--- src/rtl/rxds_pkg.sv ---
package rxds_pkg;

    // Action decided for one accepted serial bit, handed to the hold-back line
    typedef struct packed {
        logic push;   // append a data bit
        logic pbit;   // value of that bit
        logic kill;   // drop everything held back
    } rx_act_t;

endpackage

--- src/rtl/rxds_run_tracker.sv ---
module rxds_run_tracker
    import rxds_pkg::*;
#(
    parameter int STUFF_ONES = 5,
    parameter int ZERO_RUN   = 7
) (
    input  logic    clk,
    input  logic    rst_n,
    input  logic    bit_en,
    input  logic    rx_bit,
    input  logic    del_ones,
    output rx_act_t act,
    output logic    flag_seen,
    output logic    abort_seen,
    output logic    line_err,
    output logic    hunting
);

    localparam int FLAG_ONES  = STUFF_ONES + 1;
    localparam int ABORT_ONES = STUFF_ONES + 2;
    localparam int OW         = $clog2(ABORT_ONES + 1);
    localparam int ZW         = $clog2(ZERO_RUN + 1);

    localparam logic [OW-1:0] ONES_STUFF = OW'(STUFF_ONES);
    localparam logic [OW-1:0] ONES_FLAG  = OW'(FLAG_ONES);
    localparam logic [OW-1:0] ONES_ABORT = OW'(ABORT_ONES);
    localparam logic [ZW-1:0] ZEROS_MAX  = ZW'(ZERO_RUN);

    typedef struct packed {
        logic [OW-1:0] ones;
        logic [ZW-1:0] zeros;
        logic          hunt;
        logic          flag;
        logic          abort;
        logic          lerr;
    } trk_t;

    trk_t s_d, s_q;

    always_comb begin
        s_d       = s_q;
        s_d.flag  = 1'b0;
        s_d.abort = 1'b0;
        s_d.lerr  = 1'b0;
        act       = '0;
        if (bit_en) begin
            if (rx_bit) begin
                if (del_ones && s_q.zeros == ZEROS_MAX) begin
                    // inserted one: drop, restart both runs
                    s_d.ones  = '0;
                    s_d.zeros = '0;
                end else begin
                    s_d.zeros = '0;
                    if (s_q.ones == ONES_FLAG) begin
                        s_d.ones  = ONES_ABORT;
                        s_d.hunt  = 1'b1;
                        s_d.abort = 1'b1;
                        act.kill  = 1'b1;
                    end else if (s_q.ones != ONES_ABORT) begin
                        s_d.ones = s_q.ones + 1'b1;
                        act.push = !s_q.hunt;
                        act.pbit = 1'b1;
                    end
                end
            end else begin
                s_d.ones = '0;
                if (s_q.ones == ONES_STUFF) begin
                    s_d.zeros = '0;
                end else if (s_q.ones == ONES_FLAG) begin
                    s_d.zeros = '0;
                    s_d.hunt  = 1'b0;
                    s_d.flag  = 1'b1;
                    act.kill  = 1'b1;
                end else if (s_q.ones == ONES_ABORT) begin
                    s_d.zeros = ZW'(1);
                end else begin
                    if (del_ones && s_q.zeros == ZEROS_MAX) begin
                        s_d.lerr  = 1'b1;
                        s_d.zeros = ZW'(1);
                    end else if (s_q.zeros != ZEROS_MAX) begin
                        s_d.zeros = s_q.zeros + 1'b1;
                    end
                    act.push = !s_q.hunt;
                    act.pbit = 1'b0;
                end
            end
        end
    end

    always_ff @(posedge clk or negedge rst_n) begin
        if (!rst_n) begin
            s_q      <= '0;
            s_q.hunt <= 1'b1;
        end else begin
            s_q <= s_d;
        end
    end

    assign flag_seen  = s_q.flag;
    assign abort_seen = s_q.abort;
    assign line_err   = s_q.lerr;
    assign hunting    = s_q.hunt;

endmodule

--- src/rtl/rxds_hold_line.sv ---
module rxds_hold_line
    import rxds_pkg::*;
#(
    parameter int DEPTH = 7
) (
    input  logic    clk,
    input  logic    rst_n,
    input  rx_act_t act,
    output logic    out_valid,
    output logic    out_bit
);

    typedef struct packed {
        logic [DEPTH-1:0] vld;
        logic [DEPTH-1:0] bits;
        logic             ov;
        logic             ob;
    } line_t;

    line_t l_d, l_q;

    always_comb begin
        l_d    = l_q;
        l_d.ov = 1'b0;
        l_d.ob = 1'b0;
        if (act.kill) begin
            l_d.vld = '0;
        end else if (act.push) begin
            l_d.ov   = l_q.vld[DEPTH-1];
            l_d.ob   = l_q.vld[DEPTH-1] & l_q.bits[DEPTH-1];
            l_d.vld  = {l_q.vld[DEPTH-2:0], 1'b1};
            l_d.bits = {l_q.bits[DEPTH-2:0], act.pbit};
        end
    end

    always_ff @(posedge clk or negedge rst_n) begin
        if (!rst_n) l_q <= '0;
        else        l_q <= l_d;
    end

    assign out_valid = l_q.ov;
    assign out_bit   = l_q.ob;

endmodule

--- src/rtl/rx_destuff_decoder.sv ---
module rx_destuff_decoder
    import rxds_pkg::*;
#(
    parameter int STUFF_ONES = 5,
    parameter int ZERO_RUN   = 7
) (
    input  logic clk,
    input  logic rst_n,
    input  logic bit_en,
    input  logic rx_bit,
    input  logic bus_mode,
    input  logic one_del_en,
    output logic out_valid,
    output logic out_bit,
    output logic flag_seen,
    output logic abort_seen,
    output logic line_err,
    output logic hunting
);

    // delimiter ones plus the bit just before them
    localparam int HOLD = STUFF_ONES + 2;

    rx_act_t act;
    logic    del_ones;

    assign del_ones = bus_mode & one_del_en;

    rxds_run_tracker #(
        .STUFF_ONES(STUFF_ONES),
        .ZERO_RUN  (ZERO_RUN)
    ) u_trk (
        .clk       (clk),
        .rst_n     (rst_n),
        .bit_en    (bit_en),
        .rx_bit    (rx_bit),
        .del_ones  (del_ones),
        .act       (act),
        .flag_seen (flag_seen),
        .abort_seen(abort_seen),
        .line_err  (line_err),
        .hunting   (hunting)
    );

    rxds_hold_line #(
        .DEPTH(HOLD)
    ) u_line (
        .clk      (clk),
        .rst_n    (rst_n),
        .act      (act),
        .out_valid(out_valid),
        .out_bit  (out_bit)
    );

endmodule

--- config.mk ---
export PLATFORM = sky130hd
export DESIGN_NAME = rx_destuff_decoder
export DESIGN_NICKNAME = d
export VERILOG_FILES = /design/src/rtl/rxds_pkg.sv /design/src/rtl/rxds_run_tracker.sv /design/src/rtl/rxds_hold_line.sv /design/src/rtl/rx_destuff_decoder.sv
export SDC_FILE = /design/constraint.sdc
export NUM_CORES = 1
export LEC_CHECK = 0
export ABC_AREA = 1
export ABC_CLOCK_PERIOD_IN_PS = 4550
export BUFFER_PORTS_ARGS = -buffer_cell sky130_fd_sc_hd__buf_2
export CORE_UTILIZATION = 30
export DETAILED_ROUTE_END_ITERATION = 10
export PLACE_DENSITY = 0.47
export SLEW_MARGIN = 20
export SYNTH_ARGS = -nofsm -noshare
export SYNTH_HDL_FRONTEND = slang
export SYNTH_SLANG_ARGS = --single-unit
export TNS_END_PERCENT = 30
--- constraint.sdc ---
create_clock -name clk -period 4.55 [get_ports clk]
set_input_delay 0.2275 -clock clk [delete_from_list [all_inputs] [get_ports clk]]
set_output_delay 0.2275 -clock clk [all_outputs]
set_load 0.01 [all_outputs]
==> flow_summary.toml <==
[floorplanning]
die-width_um = 68.6
start_util_pct = 32.2
core_area_mm2 = 0.00414
dieArea_mm2 = 0.00471
die_h_um = 68.6
rows = 23
io_pins = 12

[worst_setup_path]
crit_buf_inv = 2
r2r_start = "u_trk.s_q[7]"
cp-startpoint = "u_trk.s_q[7]"
crit_slowest_cell = "dfrtp_1"
cp.arrival_ns = 1.94
critPathKind = "reg2reg"
slowest_delay_ns = 0.42
worstPathRequired_ns = 4.70
cp_cell_sequence = "ha_1 -> ha_1 -> inv_1 -> nand3_4 -> clkinv_1 -> nand3_4 -> nand2_1 -> o21ai_2"
r2r-end = "u_line.l_q[3]"
worstSetupEndpoint = "u_line.l_q[3]"
rrSetupSlack_ns = 2.77
worstPathMaxFanout = 24
r2r_cells = 8
cp.depth = 8
crit_family = "simple AND/OR/NAND/NOR gates"
end_kind = "flop"
crit_path_start_kind = "flop"

[clocking]
h-tree-depth = 1
root_buffer = "clkbuf_8"
path_clk_slew_ns = 0.09
clk_path_buf_depth = 2
cts_setup_buffers = 0
tritoncts = "yes"
clkSinkCount = 26
cts_made_buffers = 3
worstSkewPairLatency_ns = 0.27

[job]
cap_viol_max_count = 0

[synthesis]
post-synth-top-count-cell = "nand2_1"
ys_ff_latch = 26
yosys-top-cells-area = "dfrtp_1 47%, nand2_1 9.3%, nand3_1 7.1%"
synthTopCellsByCount = "33 x nand2_1, 25 x dfrtp_1, 21 x inv_1, 19 x nand3_1, 7 x o21ai_2"
synth-main-ff-cell = "dfrtp_1"
yosysTopAreaCell = "dfrtp_1"
syn_area_per_cell_um2 = 9.19
netlist.area_leader.share_pct = 46.9
synth_area_mm2 = 0.00133
ys_seq_area_share_pct = 48.9
synthesis.nets = 157
synth_async_sr_flop_share_pct = 100
synth_edf_count = 0
ys.warnings.count = 0
ys_types = 23
syn_inst = 145

[grt]
antenna_found_initial = 0
grt_pass1_vias = 961
grt_first_pass_wirelength_um = 4120
grt_use_total_pct = 12.0
grt_max_degree = 27
gr-total-overflow = 0

[detailed_routing]
dr.first_iter.drc_count = 35
routed_wl_um = 2340
ant_nets = 0
wl_per_cell_um = 11.2
drc = 0
vias = 977
routed_via_density = 4.67
first_pass_iters = 6

[layout]
nets = 172
syn2layout_area_growth_pct = 11.5
stdcell_area_mm2 = 0.00149
drive_gt1_share_pct = 22.0
antenna_cells = 0

[sta]
fmax_mhz = 561
worstMarginPinSlew_ns = 0.588
final-hold-violation-count = 0
finClkSkew_ns = 0.00720
grt_setup_unrepaired = "no"
worst_slack_ns = 2.77
setup-violations-final = 0
max_slew_margin_pct = 60.8
finalCritPeriodShare_pct = 39.2
setup_tns_ns = 0
period_needed_ns = 1.78
slew_viol_final = 0

[min_path]
min_path_type = "in2reg"

[place]
routabilityCongestion = 0.899
portBuffers = 11
dp_hpwl_um = 1740
placed_cell_area_mm2 = 0.00142
dpl_worst_slack_ns = 2.78

[power_and_ir_drop]
peakVddDrop_mv = 0.121
p_leak_nw = 0.791
powerDensity_mw_per_mm2 = 410

[status]
status = "completed"
==> timing repair <==
action                                 CTS  global route
hold buffers                             1             0
endpoints found under the hold margin   25             0
resized for setup                        0             0
setup endpoints to repair                0             0
==> layout by cell type, fill, tap and decap left out <==
cell type | synthesis | routed
nand2_1 | 33 | 33
dfrtp_1 | 25 | 25
inv_1 | 21 | 21
nand3_1 | 19 | 19
buf_2 | 0 | 11
o21ai_2 | 7 | 7
nand2_2 | 6 | 6
nor2_1 | 6 | 6
ha_1 | 6 | 6
o21ai_0 | 5 | 5
clkbuf_8 | 0 | 4
nand3_4 | 2 | 2
nand4_1 | 2 | 2
nor3_1 | 1 | 1
nor2_2 | 1 | 1
nor2_4 | 1 | 1
clkinv_1 | 1 | 1
nand4_4 | 1 | 1
or2_0 | 1 | 1
o21ai_1 | 1 | 1
o21bai_1 | 1 | 1
nor3_2 | 1 | 1
nor3b_1 | 1 | 1
dlygate4sd3_1 | 0 | 1
dfstp_2 | 1 | 1
==> worst min-delay path: cells and delay by family <==
kind	cells	cell delay, ns
buffers and inverters	1	0.15
and+or+nand+nor	2	0.14
==> worst min-delay path by stage <==
stage | start | cells after the start | slack (ns) | endpoint
floorplan | rst_n | 0 | -0.07 | u_line.l_q[10]
global placement | rst_n | 1 | 0.26 | u_line.l_q[12]
detailed placement | rst_n | 1 | 0.27 | u_line.l_q[12]
CTS | bit_en | 3 | 0.27 | u_trk.s_q[4]
global route | bit_en | 3 | 0.28 | u_trk.s_q[4]
finish | bit_en | 3 | 0.27 | u_trk.s_q[4]
==> stage by stage <==
step	cells	util (%)	hold WS [ns]	power, mW
6_report	209	35.8	0.271	0.609
5_1_grt	209	35.8	0.282	0.659
4_1_cts	209	35.8	0.273	0.617
3_5_place_dp	204	34.3	0.274	0.466
3_3_place_gp	204	34.3	0.265	0.461
2_1_floorplan	145	-	-0.0681	0.435
==> report_power, final <==
part | leakage [nW] | switching, mW | internal, mW
clock | 0.0288 | 0.0732 | 0.0774
sequential | 0.335 | 0.0373 | 0.290
combinational | 0.427 | 0.0755 | 0.0555
==> cell families after synthesis <==
logic type	share of synthesized area, %
AOI/OAI and AO/OA	7.42
DFF	48.9
buffers and inverters	8.45
adders and majority gates	5.63
and+or+nand+nor	29.6
==> per-layer routing <==
| layer | vias to the layer above | track usage (%) | share of wire (%) |
|---|---|---|---|
| li1 | 491 | - | - |
| met1 | 468 | 14.2 | 48 |
| met2 | 14 | 20.6 | 48 |
| met3 | 4 | 2.47 | 2.9 |
| met4 | 0 | 5.47 | 1.4 |
| met5 | - | 0 | 0 |
==> state kept, by name (all words and copies together), names as in the netlist <==
| name | cells |
|---|---|
| u_trk.s_q | 6 |
| u_line.out_bit | 1 |
| u_trk.abort_seen | 1 |
| u_line.out_valid | 1 |
| u_trk.flag_seen | 1 |
| u_trk.line_err | 1 |
| u_trk.hunting | 1 |
| u_line.l_q | 14 |
==> area by class of cell <==
type / count / area, µm²
timing repair buffer: 12 / 65.1
fill: 443 / 2660
inverter: 22 / 82.6
multi-input combinational: 95 / 568
clock buffer: 4 / 55.1
tap: 50 / 62.6
sequential: 26 / 652
Power figures use the tool's default switching activity.
